==> config.mk <==
export PLATFORM = sky130hd
export DESIGN_NAME = dcc_mailbox
export DESIGN_NICKNAME = d
export VERILOG_FILES = /design/src/rtl/dcc_pkg.sv /design/src/rtl/dcc_slot.sv /design/src/rtl/dcc_snap.sv /design/src/rtl/dcc_dbg_port.sv /design/src/rtl/dcc_mailbox.sv
export SDC_FILE = /design/constraint.sdc
export NUM_CORES = 1
export LEC_CHECK = 0
export BUFFER_PORTS_ARGS = -buffer_cell sky130_fd_sc_hd__clkbuf_2
export CAP_MARGIN = 5
export CORE_MARGIN = 8
export CORE_UTILIZATION = 37
export DETAILED_ROUTE_END_ITERATION = 16
export PLACE_DENSITY = 0.64
export SYNTH_ARGS = -nofsm -noshare
export SYNTH_HDL_FRONTEND = slang
export SYNTH_HIERARCHICAL = 1
export SYNTH_SLANG_ARGS = --single-unit
export TNS_END_PERCENT = 5
==> constraint.sdc <==
create_clock -name clk -period 1.2 [get_ports clk]
set_input_delay 0.24 -clock clk [delete_from_list [all_inputs] [get_ports clk]]
set_output_delay 0.24 -clock clk [all_outputs]
set_load 0.02 [all_outputs]
==> src/rtl/dcc_pkg.sv <==
package dcc_pkg;
  // Status word bit positions, counted down from the MSB for the live flags
  localparam int LIVE_RX_FROM_TOP = 2;   // bit DATA_W-2
  localparam int LIVE_TX_FROM_TOP = 3;   // bit DATA_W-3
  localparam int SNAP_RX_BIT      = 0;
  localparam int SNAP_TX_BIT      = 1;

  typedef struct packed {
    logic rx;
    logic tx;
  } flag_pair_t;
endpackage

==> src/rtl/dcc_slot.sv <==
module dcc_slot #(
  parameter int W = 32
) (
  input  logic         clk,
  input  logic         rst,
  input  logic         wr_en,
  input  logic [W-1:0] wdata,
  input  logic         rd_en,
  output logic [W-1:0] data,
  output logic         full
);
  // A write always lands; a same-cycle drain loses to the fill
  always_ff @(posedge clk) begin
    if (rst) begin
      data <= '0;
      full <= 1'b0;
    end else begin
      if (wr_en)
        data <= wdata;
      if (wr_en)
        full <= 1'b1;
      else if (rd_en)
        full <= 1'b0;
    end
  end
endmodule

==> src/rtl/dcc_snap.sv <==
module dcc_snap
  import dcc_pkg::*;
(
  input  logic       clk,
  input  logic       rst,
  input  logic       capture,
  input  flag_pair_t live,
  output flag_pair_t held
);
  always_ff @(posedge clk) begin
    if (rst)
      held <= '0;
    else if (capture)
      held <= live;
  end
endmodule

==> src/rtl/dcc_dbg_port.sv <==
module dcc_dbg_port
  import dcc_pkg::*;
#(
  parameter int W = 32
) (
  input  logic         clk,
  input  logic         rst,
  input  logic         rd_stat,
  input  logic         rd_tx,
  input  logic [W-1:0] tx_data,
  input  flag_pair_t   live,
  input  flag_pair_t   held,
  output logic [W-1:0] rdata
);
  localparam int RX_POS = W - LIVE_RX_FROM_TOP;
  localparam int TX_POS = W - LIVE_TX_FROM_TOP;

  logic [W-1:0] stat_word;

  always_comb begin
    stat_word              = '0;
    stat_word[RX_POS]      = live.rx;
    stat_word[TX_POS]      = live.tx;
    stat_word[SNAP_RX_BIT] = held.rx;
    stat_word[SNAP_TX_BIT] = held.tx;
  end

  always_ff @(posedge clk) begin
    if (rst)
      rdata <= '0;
    else if (rd_stat)
      rdata <= stat_word;
    else if (rd_tx)
      rdata <= tx_data;
  end
endmodule

==> src/rtl/dcc_mailbox.sv <==
module dcc_mailbox
  import dcc_pkg::*;
#(
  parameter int DATA_W = 32
) (
  input  logic              clk,
  input  logic              rst,
  input  logic              dbg_wr_rx,
  input  logic [DATA_W-1:0] dbg_wdata,
  input  logic              dbg_rd_tx,
  input  logic              dbg_rd_stat,
  output logic [DATA_W-1:0] dbg_rdata,
  input  logic              core_rd,
  output logic [DATA_W-1:0] core_rdata,
  input  logic              core_wr,
  input  logic [DATA_W-1:0] core_wdata,
  output logic              rx_full,
  output logic              tx_full
);
  logic [DATA_W-1:0] rx_data;
  logic [DATA_W-1:0] tx_data;
  flag_pair_t        live_flags;
  flag_pair_t        held_flags;

  // Inbound: debugger fills, core drains
  dcc_slot #(.W(DATA_W)) u_rx_slot (
    .clk   (clk),
    .rst   (rst),
    .wr_en (dbg_wr_rx),
    .wdata (dbg_wdata),
    .rd_en (core_rd),
    .data  (rx_data),
    .full  (rx_full)
  );

  // Outbound: core fills, debugger drains
  dcc_slot #(.W(DATA_W)) u_tx_slot (
    .clk   (clk),
    .rst   (rst),
    .wr_en (core_wr),
    .wdata (core_wdata),
    .rd_en (dbg_rd_tx),
    .data  (tx_data),
    .full  (tx_full)
  );

  assign live_flags.rx = rx_full;
  assign live_flags.tx = tx_full;

  dcc_snap u_snap (
    .clk     (clk),
    .rst     (rst),
    .capture (dbg_rd_stat),
    .live    (live_flags),
    .held    (held_flags)
  );

  dcc_dbg_port #(.W(DATA_W)) u_dbg_port (
    .clk     (clk),
    .rst     (rst),
    .rd_stat (dbg_rd_stat),
    .rd_tx   (dbg_rd_tx),
    .tx_data (tx_data),
    .live    (live_flags),
    .held    (held_flags),
    .rdata   (dbg_rdata)
  );

  // Core read bus: an empty-slot read returns the stale word
  always_ff @(posedge clk) begin
    if (rst)
      core_rdata <= '0;
    else if (core_rd)
      core_rdata <= rx_data;
  end
endmodule

==> results of run 1 <==
how the worst min path moves through the flow:
stage / startpoint / end / slack, ns / cells after the start
detailed placement: dbg_wdata[12] / u_rx_slot/data[12] / 0.48 / 3
global placement: u_tx_slot/data[31] / u_dbg_port/rdata[31] / 0.47 / 2
global route: dbg_wdata[31] / u_rx_slot/data[31] / 0.06 / 3
finish: core_wdata[5] / u_tx_slot/data[5] / 0.07 / 3
CTS: core_wdata[5] / u_tx_slot/data[5] / 0.04 / 3
floorplan: rst / core_rdata[29] / 0.31 / 1
synth_stat cells:
master	instances	area share
nand2b_1	2	0.0026
buf_6	7	0.016
buf_4	2	0.0031
a211oi_1	4	0.0061
clkbuf_1	7	0.0054
mux2i_1	130	0.27
dfxtp_1	132	0.54
nor2_1	106	0.081
buf_2	4	0.0041
nor2_2	20	0.026
buf_12	10	0.041
a21oi_1	2	0.0020
nor2b_1	4	0.0051
inv_1	3	0.0023
or2_1	1	0.0013
routing by layer:
layer | routed length, µm | track usage | part of all wire | up-vias
met3 | 883 | 0.0644 | 0.080 | 16
li1 | - | - | - | 1714
met2 | 4870 | 0.202 | 0.44 | 109
met4 | 168 | 0.0529 | 0.015 | 0
met5 | 0 | 0 | 0 | -
met1 | 5110 | 0.158 | 0.46 | 1629
cell families (layout without fill, tap and decap cells):
kind of cell,count (synthesis),in the layout,synth area share
AND/OR/NAND/NOR,133,133,0.116
multiplexers,130,130,0.265
flip-flops,132,132,0.539
buffers and inverters,33,184,0.0717
AO/OA/AOI/OAI,6,6,0.00817
placed cells by master (no fill, tap or decap), types with 5 or more instances in the layout:
| cell type | Yosys | layout |
|---|---|---|
| nor2_2 | 20 | 20 |
| buf_12 | 10 | 8 |
| buf_4 | 2 | 25 |
| clkbuf_1 | 7 | 5 |
| dfxtp_1 | 132 | 121 |
| buf_2 | 4 | 24 |
| clkbuf_2 | 0 | 83 |
| clkbuf_16 | 0 | 17 |
| clkbuf_8 | 0 | 8 |
| mux2i_1 | 130 | 130 |
| nor2_1 | 106 | 106 |
| dfxtp_2 | 0 | 9 |
what timing repair did:
item,4_1_cts,5_1_grt
hold buffers,0,0
endpoints found under the hold margin,0,0
endpoints found under the setup margin,13,52
cloned,0,0
gates resized for setup,27,70
power by group through the flow:
| stage | registers, W | logic [W] | clock network, W |
|---|---|---|---|
| 6_report | 0.00469 | 0.000935 | 0.00510 |
| 5_1_grt | 0.00471 | 0.00102 | 0.00548 |
| 4_1_cts | 0.00469 | 0.000935 | 0.00523 |
| 3_5_place_dp | 0.00478 | 0.000915 | 0 |
| 3_3_place_gp | 0.00477 | 0.000893 | 0 |
| 2_1_floorplan | 0.00484 | 0.000574 | 0 |
state kept, by name, summed over array words and instances, names as in the netlist:
signal            flops
core_rdata           32
u_dbg_port/rdata     32
u_rx_slot/data       32
u_tx_slot/data       32
u_snap/held           2
u_rx_slot/full        1
u_tx_slot/full        1
layout make-up:
cell class / count / area, µm²
Clock inverter: 8 / 126
Multi-Input combinational cell: 269 / 1910
Sequential cell: 132 / 2660
Clock buffer: 23 / 458
Tap cell: 176 / 220
Timing Repair Buffer: 150 / 1020
Fill cell: 1187 / 6680
Inverter: 3 / 11.3
metrics by stage:
step                      area [µm²]   util  total power [W]
after CTS                       6350  0.485           0.0109
final                           6410  0.490           0.0107
after global placement          5670  0.433          0.00566
after global routing            6410  0.490           0.0112
after detailed placement        5670  0.433          0.00569
after floorplan                 4900      -          0.00541
==> impl_metrics.ini, run 1 <==
[outcome]
status = finished clean

[critical_path]
crit_end = dbg_rdata[12]
cp_cell_sequence = buf_2
startpoint = u_dbg_port/rdata[12]
worstRegToRegCells = 2
required_ns = 0.96
reg2reg_to = u_dbg_port/rdata[1]
reg2reg_slack_ns = 0.45
worstPathArrival_ns = 0.92
critical_path_buf_inv_count = 1
startpoint_type = flip-flop
crit_family = flip-flops
cp_slowest_cell = dfxtp_1
worstSetupPathType = reg -> out
cp_max_fo = 2
cpPeakStageDelay_ns = 0.34
end_kind = primary output
r2r-start = u_dbg_port/rdata[1]
crit_cells = 1

[clock_network]
cts.sinks = 132
cts_max_level = 4
postCtsSetupRepairBufs = 0
clkLatencyLatePin_ns = 0.41
cts_tree = done
root_buffer = clkbuf_16
cts.clk_slew.worst_paths_ns = 0.05
cts_buffer_depth = 2
cts_buffers = 17

[routing]
routedWlPerCell_um = 14.5
drt-total-wl_um = 11000
drt_iter0_markers = 145
firstDrtPassIters = 4
dr_total_vias = 3468
ant_nets = 0
drc = 0
via_per_inst = 4.56

[timing]
fin_crit_sh = 0.965
rsz0062_at_grt = yes
fmax_ghz = 0.864
post-route-min-period_ns = 1.16
worst_slack_ns = 0.0422
clock_skew_ns = 0.00482
slew_headroom = 0.722
finalSetupViolations = 0
worst-slew-pin-transition_ns = 0.416
fin_setup_tns_ns = 0
whs_ns = 0.0701
drv_slew = 0
hold_violations = 0

[synthesis]
synth-seq-cells = 132
seq_area_frac_synth = 0.539
syn_inst = 434
synth_nets = 505
netlist_area_mm2 = 0.00490
avgSynthCellArea_um2 = 11.3
yosys_warnings = 6
netlist-cell-type-count = 15

[placement]
dp_hpwl_um = 7850
dpl_worst_slack_ns = 0.128
placed_cells = 730
place.gp.congestion = 0.693
portBuffers = 136

[final_layout]
area_growth_pct = 30.7
fin_nets = 644
finalNonFillerCells = 761
drive_gt1_frac = 0.354
antenna_cells = 0

[power]
combPwrFrac = 0.087
clockPowerShare = 0.476
power.leakage_nw = 3.10
sequentialPowerShare = 0.437
powerDensity_mw_per_mm2 = 1670
power.internal_w = 0.00835
max-vdd-ir-drop_mv = 0.885
p_sw_frac = 0.222
switching_power_w = 0.00238

[floorplan]
io_pins = 137
die_width_um = 131
coreArea_mm2 = 0.0131
std_cell_rows = 42
fp.dieH_um = 131
die_area_mm2 = 0.0172
start_util = 0.375

[global_route]
grt.overflow.total = 0
grt_max_degree = 46
grt_pass1_vias = 3652
grt_pass1_wl_um = 18600
track_usage = 0.133
antenna_found_initial = 0

[hold_path]
hold_path.class = in -> reg

[run]
drv_cap = 0
(Power assumes the default switching activity.)
==> run 2: changes to the inputs <==
--- a/config.mk
+++ b/config.mk
@@ -10,6 +10,7 @@
 export CORE_MARGIN = 8
 export CORE_UTILIZATION = 37
 export DETAILED_ROUTE_END_ITERATION = 16
+export GPL_TIMING_DRIVEN = 0
 export PLACE_DENSITY = 0.64
 export SYNTH_ARGS = -nofsm -noshare
 export SYNTH_HDL_FRONTEND = slang
==> run 2 against run 1 <==
Via count grew 1.2%. Final area grew 1.3%. Count of clock-buffer cells in the layout shrank 3.
==> impl_metrics.ini, run 2 (synthesized netlist as in run 1, its figures left out) <==
[outcome]
status = finished clean

[final_layout]
final_area_mm2 = 0.00649
fin_nets = 658
area_growth_pct = 32.3
final_common_cell = mux2i_1
antenna_cells = 0
layout_common_cells = mux2i_1, dfxtp_1, nor2_1
drive_gt1_frac = 0.358
num-fill-cells = 1221

[critical_path]
critical_path_buf_inv_count = 1
cp_slowest_cell = dfxtp_1
cpPeakStageDelay_ns = 0.34
crit_family = flip-flops
cp_max_fo = 2
startpoint_type = flip-flop
cp_cell_sequence = clkbuf_2
worstSetupPathType = reg -> out
worstPathArrival_ns = 0.93
required_ns = 0.96
end_kind = primary output

[placement]
portBuffers = 134
place_area_mm2 = 0.00579
dp_hpwl_um = 8360
place.gp.congestion = 0.728

[routing]
drc = 0
ant_nets = 0
drt-total-wl_um = 11200
routedWlPerCell_um = 14.4
firstDrtPassIters = 4
dr_total_vias = 3509
via_per_inst = 4.52
drt_iter0_markers = 126

[floorplan]
start_util = 0.375
fp.dieH_um = 131
coreArea_mm2 = 0.0131
std_cell_rows = 42
die_width_um = 131
die_area_mm2 = 0.0172
io_pins = 137

[power]
powerDensity_mw_per_mm2 = 1690
power.leakage_nw = 3.14
max-vdd-ir-drop_mv = 1.03

[global_route]
grt_max_degree = 17
antenna_found_initial = 0
grt.overflow.total = 0
track_usage = 0.134
grt_pass1_wl_um = 18700
grt_pass1_vias = 3692

[timing]
fmax_ghz = 0.857
worst-slew-pin-transition_ns = 0.516
rsz0062_at_grt = yes
drv_slew = 0
whs_ns = 0.0697
clock_skew_ns = 0.00418
finalSetupViolations = 0
post-route-min-period_ns = 1.17
slew_headroom = 0.656
hold_violations = 0
fin_crit_sh = 0.973

[clock_network]
cts_buffer_depth = 2
cts_tree = done
cts.clk_slew.worst_paths_ns = 0.06
cts_buffers = 17
cts_max_level = 4
root_buffer = clkbuf_16
postCtsSetupRepairBufs = 0
ctsHoldBuffers = 0
clkLatencyLatePin_ns = 0.41
cts.sinks = 132

[hold_path]
hold_path.class = in -> reg

[run]
drv_cap = 0
[run 2: repair_timing]
item | in CTS | in global routing
cloned | 0 | 0
endpoints found under the setup margin | 6 | 35
gates resized for setup | 12 | 47
[run 2: final cells by class]
class                      count  area (µm²)  area share
inverter                       3        11.3     0.00174
clock buffer                  20         467      0.0720
timing repair buffer         134         731       0.113
multi-input combinational    269        1910       0.294
tap                          176         220      0.0340
sequential                   132        2660       0.409
buffer                        30         340      0.0525
clock inverter                12         154      0.0237
[run 2: worst paths after layout]
| path | cells past startpoint | start | slack, ns | to |
|---|---|---|---|---|
| hold / removal | 3 | dbg_wdata[0] | 0.07 | u_rx_slot/data[0] |
| setup reg to reg | 2 | u_tx_slot/data[30] | 0.49 | u_dbg_port/rdata[30] |
| setup / recovery | 1 | core_rdata[26] | 0.03 | core_rdata[26] |
| hold reg to reg | 2 | core_rdata[30] | 0.49 | core_rdata[30] |
[run 2: power breakdown]
part	leakage, nW	internal [W]	total [W]	switching, W
Sequential	1.08	0.00458	0.00468	0.000102
Combinational	1.77	0.000469	0.000963	0.000494
Clock	0.286	0.00342	0.00529	0.00187
[run 2: layer usage]
| metal | up-vias | track usage | routed length [µm] |
|---|---|---|---|
| li1 | 1741 | - | - |
| met1 | 1643 | 0.155 | 5010 |
| met2 | 110 | 0.207 | 5060 |
| met3 | 15 | 0.0602 | 932 |
| met4 | 0 | 0.0639 | 179 |
| met5 | - | 0 | 0 |
[run 2: metrics by stage]
| step | total power, W | worst slack, ns | instances | util | setup TNS (ns) |
|---|---|---|---|---|---|
| floorplan | 0.00541 | 0.301 | 434 | - | 0 |
| global placement | 0.00571 | -0.193 | 744 | 0.443 | -7.86 |
| detailed placement | 0.00574 | -0.213 | 744 | 0.443 | -7.80 |
| CTS | 0.0111 | 0.000718 | 776 | 0.493 | 0 |
| global route | 0.0114 | -0.0328 | 776 | 0.496 | -0.0480 |
| finish | 0.0109 | 0.0329 | 776 | 0.496 | 0 |
==> run 3: changes to the inputs <==
--- a/config.mk
+++ b/config.mk
@@ -7,11 +7,13 @@
 export LEC_CHECK = 0
 export BUFFER_PORTS_ARGS = -buffer_cell sky130_fd_sc_hd__clkbuf_2
 export CAP_MARGIN = 5
+export CELL_PAD_IN_SITES_DETAIL_PLACEMENT = 1
+export CELL_PAD_IN_SITES_GLOBAL_PLACEMENT = 2
 export CORE_MARGIN = 8
-export CORE_UTILIZATION = 37
+export CORE_UTILIZATION = 32
 export DETAILED_ROUTE_END_ITERATION = 16
 export GPL_TIMING_DRIVEN = 0
-export PLACE_DENSITY = 0.64
+export PLACE_DENSITY = 0.82
 export SYNTH_ARGS = -nofsm -noshare
 export SYNTH_HDL_FRONTEND = slang
 export SYNTH_HIERARCHICAL = 1
==> run 3 against run 2 <==
Register-to-register slack lost 0.02 ns. Die area grew 14%. Non-clock buffer count is the same. Combinational power grew 3.5%. Critical endpoint is now core_rdata[28].
==> impl_metrics.ini, run 3 (synthesized netlist as in run 1, its figures left out) <==
[timing]
post-route-min-period_ns = 1.16
fin_setup_tns_ns = 0
drv_slew = 0
hold_violations = 0
finalSetupViolations = 0
clock_skew_ns = 0.00496
rsz0062_at_grt = yes
fmax_ghz = 0.860
fin_crit_sh = 0.969
slew_headroom = 0.644
worst-slew-pin-transition_ns = 0.535

[critical_path]
cpPeakStageDelay_ns = 0.36
worstPathArrival_ns = 0.92
startpoint_type = flip-flop
critical_path_buf_inv_count = 1
crit_cells = 1
cp_max_fo = 2
end_kind = primary output
worstSetupPathType = reg -> out
cp_slowest_cell = dfxtp_1
crit_family = flip-flops
worstRegToRegCells = 2
required_ns = 0.96
cp_cell_sequence = clkbuf_8

[clock_network]
cts.sinks = 132
clkLatencyLatePin_ns = 0.41
cts_buffer_depth = 2
cts_tree = done
ctsHoldBuffers = 0
cts_buffers = 17
root_buffer = clkbuf_16
postCtsSetupRepairBufs = 0
cts.clk_slew.worst_paths_ns = 0.05
cts_max_level = 4

[routing]
met2_wirelength_um = 6260
met3WireLength_um = 1000
dr_total_vias = 3561
ant_nets = 0
drc = 0
routedWlPerCell_um = 16.4
drt-total-wl_um = 12900
via_per_inst = 4.52
highest_layer = met4
drt_iter0_markers = 82
firstDrtPassIters = 4
drt-met1-wl_um = 5520

[run]
drv_cap = 0

[final_layout]
fin_nets = 658
final_area_mm2 = 0.00658
finalNonFillerCells = 787
layout_common_cells = mux2i_1, dfxtp_1, nor2_1
area_growth_pct = 34.1
final_core_util = 0.436
final_common_cell = mux2i_1
antenna_cells = 0
drive_gt1_frac = 0.362

[power]
combPwrFrac = 0.092
sequentialPowerShare = 0.435
clockPowerShare = 0.473
power.internal_w = 0.00833
powerDensity_mw_per_mm2 = 1640
p_sw_frac = 0.228
power.leakage_nw = 3.17
switching_power_w = 0.00246
max-vdd-ir-drop_mv = 1.01

[outcome]
status = finished clean

[placement]
placed_cells = 756
dp_hpwl_um = 9570
place.gp.congestion = 0.720
portBuffers = 134
place_area_mm2 = 0.00581

[global_route]
antenna_found_initial = 0
grt.overflow.total = 0
grt_pass1_wl_um = 21300
track_usage = 0.138
grt_pass1_vias = 4106
grt_max_degree = 17

[hold_path]
hold_path.class = in -> reg
hold_depth = 3

[floorplan]
std_cell_rows = 45
die_width_um = 140
fp.dieH_um = 140
die_area_mm2 = 0.0195
io_pins = 137
start_util = 0.325
coreArea_mm2 = 0.0151
-- run 3: power groups by stage --
| stage | clock network (W) | registers, W | logic, W |
|---|---|---|---|
| finish | 0.00510 | 0.00469 | 0.000997 |
| global route | 0.00548 | 0.00472 | 0.00108 |
| CTS | 0.00526 | 0.00470 | 0.00101 |
| detailed placement | 0 | 0.00479 | 0.000980 |
| global placement | 0 | 0.00477 | 0.000954 |
| floorplan | 0 | 0.00484 | 0.000574 |
-- run 3: path summary, 6_finish.rpt --
kind                       startpoint                  end  slack, ns
setup / recovery       core_rdata[28]       core_rdata[28]       0.04
hold / removal          dbg_wdata[26]   u_rx_slot/data[26]       0.07
setup reg to reg  u_dbg_port/rdata[0]  u_dbg_port/rdata[0]       0.47
hold reg to reg        u_snap/held[0]       u_snap/held[0]       0.49
-- run 3: final cells by class --
cell class	instances	area (µm²)
Fill cell	1690	8510
Sequential cell	132	2660
Multi-Input combinational cell	269	1910
Timing Repair Buffer	134	832
Clock buffer	23	488
Buffer	30	340
Tap cell	188	235
Clock inverter	8	98.8
Inverter	3	11.3
-- run 3: stage by stage --
step / power (W) / hold WS, ns / setup WS, ns
2_1_floorplan: 0.00541 / 0.312 / 0.301
6_report: 0.0108 / 0.0702 / 0.0368
5_1_grt: 0.0113 / 0.0562 / -0.0179
3_3_place_gp: 0.00572 / 0.472 / -0.286
4_1_cts: 0.0110 / 0.0486 / 0.000733
3_5_place_dp: 0.00577 / 0.486 / -0.323
-- run 3: worst reg2reg max path: stages (launching register included) --
cell and delay [ns]:
dfxtp_1 0.34, mux2i_1 0.09, a211oi_1 0.22
-- run 3: what timing repair did --
action / in CTS / in global routing
pin swaps: 0 / 0
setup endpoints to repair: 20 / 45
resized for setup: 39 / 60
-- run 3: routing by layer --
metal / global-route usage / up-vias
li1: - / 1739
met1: 0.148 / 1711
met2: 0.238 / 103
met3: 0.0595 / 8
met4: 0.0463 / 0
met5: 0 / -
